## src/rtl/flw_pkg.sv

```systemverilog
package flw_pkg;
    typedef enum logic [1:0] {OP_PROG = 2'd0, OP_SECT = 2'd1, OP_BLK = 2'd2, OP_CHIP = 2'd3} flw_op_e;
    typedef enum logic [1:0] {S_IDLE = 2'd0, S_WRITE = 2'd1, S_POLL = 2'd2} flw_st_e;
endpackage

```

## src/rtl/flw_cmd_table.sv

```systemverilog
module flw_cmd_table
    import flw_pkg::*;
#(
    parameter int AW = 18,
    parameter int DW = 16
) (
    input  flw_op_e         op,
    input  logic [2:0]      step,
    input  logic [AW-1:0]   tgt_addr,
    input  logic [DW-1:0]   tgt_data,
    output logic [AW-1:0]   cyc_addr,
    output logic [DW-1:0]   cyc_data,
    output logic            cyc_last
);
    localparam logic [AW-1:0] UNLK_A = AW'(32'h5555);
    localparam logic [AW-1:0] UNLK_B = AW'(32'h2AAA);

    always_comb begin
        cyc_addr = UNLK_A;
        cyc_data = DW'(8'hAA);
        cyc_last = 1'b0;
        if (op == OP_PROG) begin
            case (step)
                3'd0: begin cyc_addr = UNLK_A; cyc_data = DW'(8'hAA); end
                3'd1: begin cyc_addr = UNLK_B; cyc_data = DW'(8'h55); end
                3'd2: begin cyc_addr = UNLK_A; cyc_data = DW'(8'hA0); end
                default: begin cyc_addr = tgt_addr; cyc_data = tgt_data; cyc_last = 1'b1; end
            endcase
        end else begin
            case (step)
                3'd0: begin cyc_addr = UNLK_A; cyc_data = DW'(8'hAA); end
                3'd1: begin cyc_addr = UNLK_B; cyc_data = DW'(8'h55); end
                3'd2: begin cyc_addr = UNLK_A; cyc_data = DW'(8'h80); end
                3'd3: begin cyc_addr = UNLK_A; cyc_data = DW'(8'hAA); end
                3'd4: begin cyc_addr = UNLK_B; cyc_data = DW'(8'h55); end
                default: begin
                    cyc_last = 1'b1;
                    case (op)
                        OP_SECT: begin cyc_addr = tgt_addr; cyc_data = DW'(8'h30); end
                        OP_BLK:  begin cyc_addr = tgt_addr; cyc_data = DW'(8'h50); end
                        default: begin cyc_addr = UNLK_A;   cyc_data = DW'(8'h10); end
                    endcase
                end
            endcase
        end
    end
endmodule

```

## src/rtl/flw_poll_judge.sv

```systemverilog
module flw_poll_judge #(
    parameter int DW = 16
) (
    input  logic          toggle_mode,
    input  logic [DW-1:0] rd_word,
    input  logic          exp_bit7,
    input  logic          have_prev,
    input  logic          prev_bit6,
    output logic          qualifies
);
    always_comb begin
        if (toggle_mode) qualifies = have_prev && (rd_word[6] == prev_bit6);
        else             qualifies = (rd_word[7] == exp_bit7);
    end
endmodule

```

## src/rtl/flash_wr_engine.sv

```systemverilog
module flash_wr_engine
    import flw_pkg::*;
#(
    parameter int AW         = 18,
    parameter int DW         = 16,
    parameter int CYC_CLKS   = 4,
    parameter int PULSE_CLKS = 2,
    parameter int TMO_CLKS   = 5000
) (
    input  logic          clk,
    input  logic          rst_n,
    input  logic          req_valid,
    input  logic [1:0]    req_op,
    input  logic [AW-1:0] req_addr,
    input  logic [DW-1:0] req_data,
    input  logic          cfg_toggle,
    output logic          busy,
    output logic          done,
    output logic          error,
    output logic [AW-1:0] fl_addr,
    output logic [DW-1:0] fl_dq_out,
    output logic          fl_dq_oe,
    input  logic [DW-1:0] fl_dq_in,
    output logic          fl_ce_n,
    output logic          fl_oe_n,
    output logic          fl_we_n
);
    localparam int PHW = (CYC_CLKS > 2) ? $clog2(CYC_CLKS) : 1;
    localparam int TMW = $clog2(TMO_CLKS + 1);
    localparam logic [PHW-1:0] PH_LAST  = PHW'(CYC_CLKS - 1);
    localparam logic [PHW-1:0] PH_PULSE = PHW'(PULSE_CLKS);
    localparam logic [TMW-1:0] TMO_LAST = TMW'(TMO_CLKS - 1);

    typedef struct packed {
        flw_st_e        st;
        flw_op_e        op;
        logic [AW-1:0]  addr;
        logic [DW-1:0]  data;
        logic [2:0]     step;
        logic [PHW-1:0] ph;
        logic [1:0]     cnf;
        logic           prev6;
        logic           have;
        logic           tgl;
        logic [TMW-1:0] tmo;
        logic           done;
        logic           err;
    } ctl_t;

    ctl_t q, d;
    logic [AW-1:0] cyc_addr;
    logic [DW-1:0] cyc_data;
    logic          cyc_last;
    logic          qualifies;
    logic          exp7;
    logic          in_pulse;

    assign exp7 = (q.op == OP_PROG) ? q.data[7] : 1'b1;

    flw_cmd_table #(.AW(AW), .DW(DW)) u_tbl (
        .op(q.op), .step(q.step), .tgt_addr(q.addr), .tgt_data(q.data),
        .cyc_addr(cyc_addr), .cyc_data(cyc_data), .cyc_last(cyc_last)
    );

    flw_poll_judge #(.DW(DW)) u_judge (
        .toggle_mode(q.tgl), .rd_word(fl_dq_in), .exp_bit7(exp7),
        .have_prev(q.have), .prev_bit6(q.prev6), .qualifies(qualifies)
    );

    always_comb begin
        d      = q;
        d.done = 1'b0;
        d.err  = 1'b0;
        case (q.st)
            S_IDLE: begin
                if (req_valid) begin
                    d.st   = S_WRITE;
                    d.op   = flw_op_e'(req_op);
                    d.addr = req_addr;
                    d.data = req_data;
                    d.tgl  = cfg_toggle;
                    d.step = '0;
                    d.ph   = '0;
                    d.cnf  = '0;
                    d.have = 1'b0;
                    d.tmo  = '0;
                end
            end
            S_WRITE: begin
                if (q.ph == PH_LAST) begin
                    d.ph = '0;
                    if (cyc_last) d.st = S_POLL;
                    else          d.step = q.step + 3'd1;
                end else begin
                    d.ph = q.ph + 1'b1;
                end
            end
            S_POLL: begin
                d.tmo = q.tmo + 1'b1;
                if (q.tmo == TMO_LAST) begin
                    d.st  = S_IDLE;
                    d.err = 1'b1;
                end else if (q.ph == PH_LAST) begin
                    d.ph    = '0;
                    d.prev6 = fl_dq_in[6];
                    d.have  = 1'b1;
                    if (qualifies) begin
                        if (q.cnf == 2'd2) begin
                            d.st   = S_IDLE;
                            d.done = 1'b1;
                        end else begin
                            d.cnf = q.cnf + 2'd1;
                        end
                    end else begin
                        d.cnf = '0;
                    end
                end else begin
                    d.ph = q.ph + 1'b1;
                end
            end
            default: d.st = S_IDLE;
        endcase
    end

    always_ff @(posedge clk) begin
        if (!rst_n) q <= '0;
        else        q <= d;
    end

    assign in_pulse  = (q.ph != '0) && (q.ph <= PH_PULSE);
    assign busy      = (q.st != S_IDLE);
    assign done      = q.done;
    assign error     = q.err;
    assign fl_addr   = (q.st == S_WRITE) ? cyc_addr : q.addr;
    assign fl_dq_out = cyc_data;
    assign fl_dq_oe  = (q.st == S_WRITE);
    assign fl_we_n   = !((q.st == S_WRITE) && in_pulse);
    assign fl_oe_n   = !((q.st == S_POLL) && (q.ph != '0));
    assign fl_ce_n   = fl_we_n && fl_oe_n;

    p_pulse_ends_busy_r8: assert property (@(posedge clk) disable iff (!rst_n)
        (done || error) |-> (!busy && $past(busy)));
    p_pulse_exclusive_r9: assert property (@(posedge clk) disable iff (!rst_n)
        !(done && error));
    p_strobe_hold_r3: assert property (@(posedge clk) disable iff (!rst_n)
        !fl_we_n |-> ($stable(fl_addr) && $stable(fl_dq_out) && !fl_ce_n && fl_dq_oe));
    p_read_quiet_r10: assert property (@(posedge clk) disable iff (!rst_n)
        !fl_oe_n |-> (fl_we_n && !fl_dq_oe && !fl_ce_n));
    p_busy_ignores_req_r8: assert property (@(posedge clk) disable iff (!rst_n)
        busy |=> ($stable(q.addr) && $stable(q.op) && $stable(q.data)));
endmodule

```

## config.mk

```make
export PLATFORM = sky130hd
export DESIGN_NAME = flash_wr_engine
export DESIGN_NICKNAME = d
export VERILOG_FILES = /design/src/rtl/flw_pkg.sv /design/src/rtl/flw_cmd_table.sv /design/src/rtl/flw_poll_judge.sv /design/src/rtl/flash_wr_engine.sv
export SDC_FILE = /design/constraint.sdc
export NUM_CORES = 1
export LEC_CHECK = 0
export CAP_MARGIN = 20
export CORE_MARGIN = 1
export CORE_UTILIZATION = 35
export CTS_CLUSTER_DIAMETER = 50
export DETAILED_ROUTE_END_ITERATION = 10
export GPL_TIMING_DRIVEN = 1
export PLACE_DENSITY = 0.66
export SLEW_MARGIN = 15
export SYNTH_ARGS = -nofsm -noshare
export SYNTH_HDL_FRONTEND = slang
export SYNTH_SLANG_ARGS = --single-unit
```

## constraint.sdc

```tcl
create_clock -name clk -period 2 [get_ports clk]
set_input_delay 0.4 -clock clk [delete_from_list [all_inputs] [get_ports clk]]
set_output_delay 0.4 -clock clk [all_outputs]
set_load 0.005 [all_outputs]
```

Word-level counts from Yosys, hierarchy flattened
Index checks and enable logic that the tools add are counted.

word-level totals
  bits of input ports = 56
  word-level logic and storage cells = 115
  output and inout port bits = 41
  flip-flop bits (word level) = 63

cells by class
  add/sub/neg operators = 4
  reduce and logical (&&, ||, !) cells = 32
  magnitude comparators = 1
  bitwise logic cells = 5
  equality and inequality tests = 23
  muxes and demuxes = 37

operators with widths
  kind                                                  count
  case mux 16 bit (3 select lines)                      2
  case mux 18 bit (2 select lines)                      2
  two-way mux 18 bit                                    3
  two-way mux 45 bit                                    1
  case mux 13 bit (2 select lines)                      1
  two-way mux 2 bit                                     9
  two-way mux 16 bit                                    1
  two-way mux 15 bit                                    1
  case mux 7 bit (2 select lines)                       1
  adder 13 x 1 -> 13 bit (second input constant)        1
  equality test 13 bit (second input constant)          1
  != test 3 bit (second input constant)                 4
  case mux 2 bit (3 select lines)                       2
  OR reduction 5 bit                                    2
  equality test 2 bit (second input constant)           4
  != test 2 bit (second input constant)                 4
  AND reduction 4 bit                                   2
  nonzero test 2 bit                                    4
  OR reduction 2 bit                                    4
  two-way mux 1 bit                                     7
  equality test 3 x 2 -> 1 bit (second input constant)  2
  two-way mux 3 bit                                     2
  two-way mux 6 bit                                     1
  case mux 3 bit (2 select lines)                       1
  22 further kinds                                      40

Logic depth before layout (Yosys ltp)
Gate-level depths: netlist of run 1.

  depth after elaboration = 8
  mapped depth = 8

Modules after synthesis
Synthesis of run 1 repeated with hierarchy kept, for this count alone.

second synthesis, totals
  cell total of the unflattened synthesis = 477
  area total of the unflattened synthesis = 3,747.3 um2

modules (own cells, without submodules)
  module           cells each  area each (um2)  instances
  flash_wr_engine  348         2,976.6          1
  flw_cmd_table    125         743.2            1
  flw_poll_judge   4           27.5             1

Worst setup path before layout of run 1
No wires, ideal clock.

  path type = register to output
  from = register q[22] (netlist name)
  to = output port fl_addr[15]
  stages on the path, launching flop included = 7
  slack = 0.002 ns
  path buffers = 0
  required time = 1.600 ns
  arrival time = 1.598 ns
  cells stage by stage = dfxtp_1 > ha_1 > ha_1 > nor2_1 > o21ai_0 > o211ai_1 > and2_1

between the ends
  longest elaborated chain between the ends = 5

ends and longest elaborated chain
  element                                                                    line                                      text
  start, declared                                                            flash_wr_engine.sv:50                     ctl_t q, d;
  start signal, assigned                                                     flash_wr_engine.sv:126                    if (!rst_n) q <= '0;
  start signal, assigned                                                     flash_wr_engine.sv:127                    else q <= d;
  equality test 3 x 2 -> 1 bit (tied with other cells)                       flw_cmd_table.sv:23, flw_cmd_table.sv:30
  OR reduction 3 bit (no line) / OR reduction 2 bit (equally long branches)  --
  case mux 18 bit (2 select lines) (on tied branches)                        flw_cmd_table.sv:30, flw_cmd_table.sv:23
  two-way mux 18 bit (*)                                                     flw_cmd_table.sv:22                       if (op == OP_PROG) begin
  two-way mux 18 bit (*)                                                     flash_wr_engine.sv:134                    assign fl_addr = (q.st == S_WRITE) ? cyc_addr : q.addr;
  end, declared                                                              flash_wr_engine.sv:20                     output logic [AW-1:0] fl_addr,

Every way passes the cells marked *; elsewhere a longest branch is shown, timed or not.

Worst setup path after layout of run 1
  from = register q[23] (netlist name)
  to = output port fl_addr[11]

The elaborated chain is that of the path after synthesis.

==> qor.csv, run 1 <==
stage,metric,value,unit
layout,syn_to_final_growth,60.80,%
power_and_ir_drop,netSwitchingPower,925.4,µW
power_and_ir_drop,ir_worst_vdd,0.3357,mV
route,first_iter_violations,144,
power_and_ir_drop,p_int,2.618,mW
logic_synthesis,syn_avg_cell_area,8.105,µm²
power_and_ir_drop,clkPwrFrac,0.378,
logic_synthesis,seq_area_frac_synth,0.3696,
global_route,antenna_found_initial,0,
worst_setup_path,cp.required,1600,ps
layout,drive_gt1_frac,0.3617,
route,via_per_inst,5.050,
sta,fin_skew,12.20,ps
clocking,clk_pin_slew,70,ps
global_route,grt_start_max_net_pins,27,
worst_setup_path,crit_family,buffers and inverters,
route,route.detailed.drc,0,
sta,finalSetupViolations,34,
placed_design,dp_slack,-472.8,ps
sta,finalWorstSetupSlack,-472.7,ps
status,run_status,"finished, violations left",
global_route,grt_use_total,0.2091,
worst_setup_path,ff2ff_path_depth,9,
worst_setup_path,setup.worst_path.end_class,primary output,
logic_synthesis,synth_area_leader_cell,dfxtp_1,
clocking,cts-root-buf,clkbuf_8,
layout,fin_util,0.5882,
power_and_ir_drop,combPwrFrac,0.241,
worst_setup_path,cp_num_cells,10,
sta,hold_viol_final,0,
placed_design,placed_cells,653,
power_and_ir_drop,powerDensity,645.8,mW/mm²
run,cap_violations,0,
clocking,clk_latency,350,ps
sta,fin_crit_sh,1.236,
status,violations,negative setup slack,
worst_setup_path,max_stage_delay,390,ps
placed_design,portBuffers,82,
power_and_ir_drop,switching_share,0.2612,
logic_synthesis,syn_area,0.003412,mm²
sta,min_period,2473,ps
global_route,grt_pass1_vias,3572,
clocking,cts_buffers,9,
min_path,hold_path_class,primary input to register,
floorplan,rows,35,
worst_setup_path,cp_max_fo,5,
logic_synthesis,synth_edf_count,0,
floorplan,dieArea,0.01015,mm²
worst_setup_path,path_buf_inv,5,
floorplan,start_util,0.3658,
logic_synthesis,synth_area_leaders,"dfxtp_1, nand2_1, a21boi_0",
route,ant_nets,0,
global_route,grt_pass1_wl,16740,µm
clocking,numClockSinks,63,
power_and_ir_drop,total_leakage_power,2.253,nW
layout,instances_no_fill,704,
logic_synthesis,synth.net_count,493,
route,vias,3555,
floorplan,ios,97,
clocking,cts_buffer_depth,2,
placed_design,gp_congestion,0.7713,
worst_setup_path,startpoint_type,register,
logic_synthesis,netlist_instances,421,
worst_setup_path,cp.arrival,2070,ps
clocking,holdBufCountCts,0,
route,first_pass_iters,4,
floorplan,dieWidth,100.7,µm
sta,worst_pin_slew,399.2,ps
sta,slew_violations,0,
worst_setup_path,worstPathCellList,buf_6 > ha_4 > nor3_4 > o21ai_2 > o211ai_1 > buf_4 > clkbuf_16 > buf_8 > a21o_1 > buf_2,
sta,rsz0062_at_grt,yes,
sta,clock.fmax,404.4,MHz
clocking,cts_tree,done,
global_route,overflow,0,
logic_synthesis,synth_cell_types,49,
floorplan,core-area,0.009328,mm²
logic_synthesis,synth_flop_cell,dfxtp_1,
logic_synthesis,ys_warn_count,0,
sta,max_slew_margin,0.7330,
layout,layout.nets,642,
logic_synthesis,synthArstFlopShare,0,
power_and_ir_drop,power_frac_seq,0.381,
worst_setup_path,worstSetupPathType,register to primary output,
worst_setup_path,cpMaxStageDelayCell,dfxtp_4,
min_path,whs_path_depth,2,
floorplan,die-height,100.7,µm
route,finalWirelength,10560,µm
logic_synthesis,synth_top_area_share,0.3696,
placed_design,hpwl,6490,µm
clocking,htree_levels,3,
route,wl_per_cell,15.01,µm
logic_synthesis,ys_seq_elements,63,
layout,diodes,0,
cells in the mapped netlist (4+ instances only):
| cell type | n |
|---|---|
| or3_1 | 6 |
| o21ai_0 | 11 |
| a21boi_0 | 37 |
| and2_1 | 17 |
| nand3_1 | 7 |
| o21a_1 | 10 |
| inv_1 | 19 |
| dfxtp_1 | 63 |
| nor2b_1 | 8 |
| a21o_1 | 9 |
| o211ai_1 | 6 |
| mux2i_1 | 8 |
| o22ai_1 | 4 |
| nand2_1 | 97 |
| buf_2 | 7 |
| ha_1 | 16 |
| a21oi_1 | 14 |
| nand4_1 | 4 |
| nor2_1 | 19 |
| clkbuf_1 | 13 |
state kept, by name (all words and copies together), names as in the netlist:
name,cells
q,61
done,1
error,1
final timing paths:
| check | from | end | slack, ps |
|---|---|---|---|
| worst max-delay path | q[23]$_SDFFE_PN0P_ | fl_addr[11] | -470 |
| worst min-delay path | rst_n | q[17]$_SDFFE_PN0P_ | 450 |
| worst max register to register | q[22]$_SDFFE_PN0P_ | q[62]$_SDFFE_PN0P_ | 40 |
| worst min register to register | q[18]$_SDFFE_PN0P_ | q[18]$_SDFFE_PN0P_ | 460 |
power groups by stage:
stage | registers (mW) | logic, mW | clock network, mW
after floorplan | 1.37 | 0.324 | 0
after global placement | 1.37 | 0.699 | 0
after detailed placement | 1.37 | 0.705 | 0
after CTS | 1.35 | 0.792 | 1.36
after global routing | 1.36 | 0.923 | 1.42
final | 1.35 | 0.854 | 1.34
placed cells by master (no fill, tap or decap), drive strengths merged, types with 2 or more instances in the layout:
cell type      count
buf              111
nand2             97
dfxtp             63
clkdlybuf4s50     42
a21boi            37
inv               19
nor2              19
and2              17
clkbuf            16
ha                16
a21oi             15
o21ai             14
o21a              10
a21o               9
mux2i              8
nor2b              8
nand3              7
o211ai             6
or3                6
nand4              4
and3               4
o22ai              4
nand2b             3
and4bb             3
xnor2              3
dlygate4sd2        3
nor3               3
or2                3
nor4b              2
xor2               2
a2111o             2
bufinv             2
nor4               2
mux2               2
a22oi              2
cells by family after synthesis:
family,after synthesis,synth area share
buffers and inverters,40,0.04877
flip-flops,63,0.3696
multiplexers,10,0.03007
AND/OR/NAND/NOR,180,0.2556
AO/OA/AOI/OAI,107,0.2244
XOR/XNOR,5,0.01284
adder cells (fa/ha/maj),16,0.05867
through the flow:
stage / area, µm² / power [mW] / hold slack (ps) / TNS [ps]
after floorplan: 3412 / 1.690 / 429.1 / 0
after CTS: 5321 / 3.500 / 441.4 / -12850
after global placement: 4647 / 2.068 / 447.0 / -12210
after detailed placement: 4647 / 2.077 / 455.4 / -13380
after global routing: 5487 / 3.697 / 455.6 / -15380
final: 5487 / 3.543 / 452.4 / -12690
worst reg2reg max path: cells and delay by family, from the launching register on:
kind | cells | cell delay (ps)
AOI/OAI and AO/OA | 4 | 810
and+or+nand+nor | 1 | 90
DFF | 1 | 370
adders and majority gates | 2 | 340
buffers and inverters | 2 | 260
cell type report:
| class | count | area, µm² |
|---|---|---|
| fill | 799 | 3841 |
| multi-input combinational | 318 | 2311 |
| timing repair buffer | 159 | 1418 |
| sequential | 63 | 1275 |
| clock buffer | 14 | 182.7 |
| tap | 129 | 161.4 |
| inverter | 19 | 78.83 |
| clock inverter | 2 | 60.06 |
per-layer routing:
metal | part of all wire | track usage | vias to the layer above
li1 | - | - | 1738
met1 | 0.43 | 0.2449 | 1708
met2 | 0.49 | 0.3678 | 90
met3 | 0.057 | 0.05479 | 19
met4 | 0.018 | 0.07358 | 0
met5 | 0 | 0 | -
what timing repair did:
item                                    CTS  global route
endpoints found under the setup margin   41            40
hold endpoints to repair                  0             0
buffers inserted                         31            15
gates cloned                              1             0
pin swaps                                45            22
resized for setup                       240            38
Note: power is estimated with default switching activity, not from simulation.
==> run 2, diff against run 1 <==
--- a/config.mk
+++ b/config.mk
@@ -12,6 +12,7 @@
 export DETAILED_ROUTE_END_ITERATION = 10
 export GPL_TIMING_DRIVEN = 1
 export PLACE_DENSITY = 0.66
+export SETUP_SLACK_MARGIN = 0.15
 export SLEW_MARGIN = 15
 export SYNTH_ARGS = -nofsm -noshare
 export SYNTH_HDL_FRONTEND = slang
==> run 2 against run 1 <==
- the run still ends with negative setup slack left
- flip-flop and latch count did not move
- sequential power barely moved
- fmax fell by 4.0%
- final cell count fell by 0.28%
- register-to-register slack got worse by 210 ps
- combinational power rose by 1%
- critical endpoint is now fl_addr[16]
==> qor.csv, run 2 (synthesis gave the netlist of run 1 again) <==
stage,metric,value,unit,change
floorplan,core-area,0.009328,mm²,unchanged
route,wl_per_cell,14.66,µm,-2.3%
clocking,cts-root-buf,clkbuf_8,,
floorplan,dieWidth,100.7,µm,unchanged
layout,fillCellCount,794,,-0.63%
floorplan,ios,97,,unchanged
layout,instances_no_fill,702,,-0.28%
power_and_ir_drop,netSwitchingPower,919.7,µW,-0.62%
route,first_iter_violations,123,,-15%
layout,largest_reg_flops,61,,unchanged
sta,setup_tns,-16260,ps,-3574 ps
worst_setup_path,crit_family,buffers and inverters,,
floorplan,dieArea,0.01015,mm²,unchanged
route,vias,3494,,-1.7%
global_route,grt_pass1_vias,3566,,-0.17%
worst_setup_path,setup.worst_path.end_class,primary output,,
min_path,hold_path_class,register to register,,
global_route,grt_pass1_wl,16650,µm,-0.54%
sta,finalSetupViolations,36,,+5.9%
min_path,whs_path_depth,2,,unchanged
power_and_ir_drop,combPwrFrac,0.259,,+0.018
clocking,holdBufCountCts,0,,unchanged
sta,clock.fmax,388.1,MHz,-4.0%
global_route,antenna_found_initial,0,,unchanged
clocking,clk_pin_slew,70,ps,about the same
layout,layout.nets,641,,-0.16%
power_and_ir_drop,total_leakage_power,2.247,nW,-0.30%
layout,largest_register,q,,
clocking,cts_buffer_depth,2,,unchanged
worst_setup_path,max_stage_delay,390,ps,about the same
floorplan,rows,35,,unchanged
placed_design,placed_cells,654,,+0.15%
worst_setup_path,cp_max_fo,5,,unchanged
clocking,cts_buffers,9,,unchanged
min_path,min-delay-start,q[36]$_SDFFE_PN0P_,,
placed_design,gp_congestion,0.7973,,+3.4%
route,finalWirelength,10290,µm,-2.6%
worst_setup_path,r2r_setup_slack,-170,ps,-210 ps
status,violations,negative setup slack,,
placed_design,portBuffers,82,,unchanged
global_route,overflow,0,,unchanged
layout,fin_util,0.5854,,-0.002817
worst_setup_path,reg2reg_to,q[61]$_SDFFE_PN0P_,,
sta,finalWorstSetupSlack,-576.6,ps,-104.0 ps
placed_design,hpwl,6493,µm,about the same
floorplan,die-height,100.7,µm,unchanged
route,route.detailed.drc,0,,unchanged
clocking,htree_levels,3,,unchanged
power_and_ir_drop,switching_share,0.2747,,+0.01353
clocking,cts_tree,done,,
worst_setup_path,cpMaxStageDelayCell,dfxtp_4,,
worst_setup_path,startpoint_type,register,,
min_path,min_to,q[36]$_SDFFE_PN0P_,,
layout,final_common_cell,nand2_1,,
layout,final_cell_mix,"nand2_1, dfxtp_1, buf_4",,
route,first_pass_iters,4,,unchanged
clocking,clk_latency,350,ps,about the same
worst_setup_path,cp.arrival,2180,ps,+110 ps
power_and_ir_drop,p_int,2.428,mW,-7.2%
sta,fin_hold_ws,464.5,ps,+12.04 ps
route,ant_nets,0,,unchanged
layout,diodes,0,,unchanged
worst_setup_path,cp.required,1600,ps,about the same
global_route,grt_use_total,0.2098,,+0.0007383
sta,fin_skew,5.391,ps,-6.812 ps
sta,fin_crit_sh,1.288,,+0.05198
worst_setup_path,worstSetupPathType,register to primary output,,
run,cap_violations,0,,unchanged
clocking,numClockSinks,63,,unchanged
sta,min_period,2577,ps,+104.0 ps
worst_setup_path,r2r-start,q[22]$_SDFFE_PN0P_,,
sta,max_slew_margin,0.6711,,-0.06195
sta,hold_viol_final,0,,unchanged
floorplan,start_util,0.3658,,unchanged
global_route,grt_start_max_net_pins,31,,+15%
power_and_ir_drop,ir_worst_vdd,0.3444,mV,+2.6%
layout,syn_to_final_growth,60.03,%,
status,run_status,"finished, violations left",,
worst_setup_path,ff2ff_path_depth,11,,+2
sta,worst_pin_slew,491.6,ps,+92.38 ps
power_and_ir_drop,power_frac_seq,0.403,,+0.022
worst_setup_path,path_buf_inv,4,,-1
route,via_per_inst,4.977,,-1.4%
power_and_ir_drop,powerDensity,613.1,mW/mm²,-5.1%
layout,drive_gt1_frac,0.3682,,+0.006498
worst_setup_path,worstPathCellList,clkinvlp_4 > ha_4 > nor2_4 > o21ai_2 > o211ai_1 > bufbuf_16 > buf_6 > and2_1 > buf_2,,
sta,slew_violations,0,,unchanged
placed_design,dp_slack,-362.4,ps,+110.4 ps
sta,rsz0062_at_grt,yes,,
power_and_ir_drop,clkPwrFrac,0.338,,-0.040
[run 2: metrics by stage]
stage	instance area (µm²)	total power, mW
after floorplan	3453	1.690
after global placement	4692	2.074
after detailed placement	4692	2.084
after CTS	5310	3.324
after global routing	5460	3.499
final	5460	3.348
[run 2: power groups by stage]
stage	logic, mW	registers, mW	clock network, mW
final	0.866	1.35	1.13
after global routing	0.927	1.36	1.22
after CTS	0.818	1.35	1.16
after detailed placement	0.712	1.37	0
after global placement	0.704	1.37	0
after floorplan	0.325	1.36	0
[run 2: worst min-delay path, stage by stage, from the launching register on]
cell and delay (ps):
dfxtp_1 310, nand2_1 50, a21boi_0 60
[run 2: timing repair]
action / in CTS / in global routing
resized for setup: 234 / 25
gates cloned: 2 / 0
pin swaps: 39 / 19
buffers inserted: 26 / 5
setup endpoints to repair: 50 / 49
[run 2: metal layers]
layer / track usage / wire, µm / part of all wire / up-vias
met3: 0.05548 / 584 / 0.057 / 27
met2: 0.3620 / 4931 / 0.48 / 103
met5: 0 / 0 / 0 / -
met4: 0.09142 / 300 / 0.029 / 0
li1: - / - / - / 1735
met1: 0.2444 / 4475 / 0.43 / 1629
[run 2: worst max path at each step]
stage / from / to / slack [ps] / cells after the start
final: q[22]$_SDFFE_PN0P_ / fl_addr[16] / -580 / 9
after global routing: q[22]$_SDFFE_PN0P_ / fl_addr[10] / -640 / 10
after CTS: q[22]$_SDFFE_PN0P_ / fl_addr[15] / -510 / 9
after detailed placement: q[23]$_SDFFE_PN0P_ / fl_addr[10] / -360 / 10
after global placement: q[23]$_SDFFE_PN0P_ / fl_addr[12] / -340 / 10
after floorplan: q[23]$_SDFFE_PN0P_ / fl_addr[15] / 140 / 6
[run 2: cell type report]
type / instances / area, µm² / share of cell area
timing repair buffer: 158 / 1410 / 0.2582
tap: 129 / 161.4 / 0.02956
sequential: 63 / 1276 / 0.2337
inverter: 19 / 85.08 / 0.01558
clock inverter: 3 / 42.54 / 0.007791
clock buffer: 12 / 155.1 / 0.02841
multi-input combinational: 318 / 2330 / 0.4267
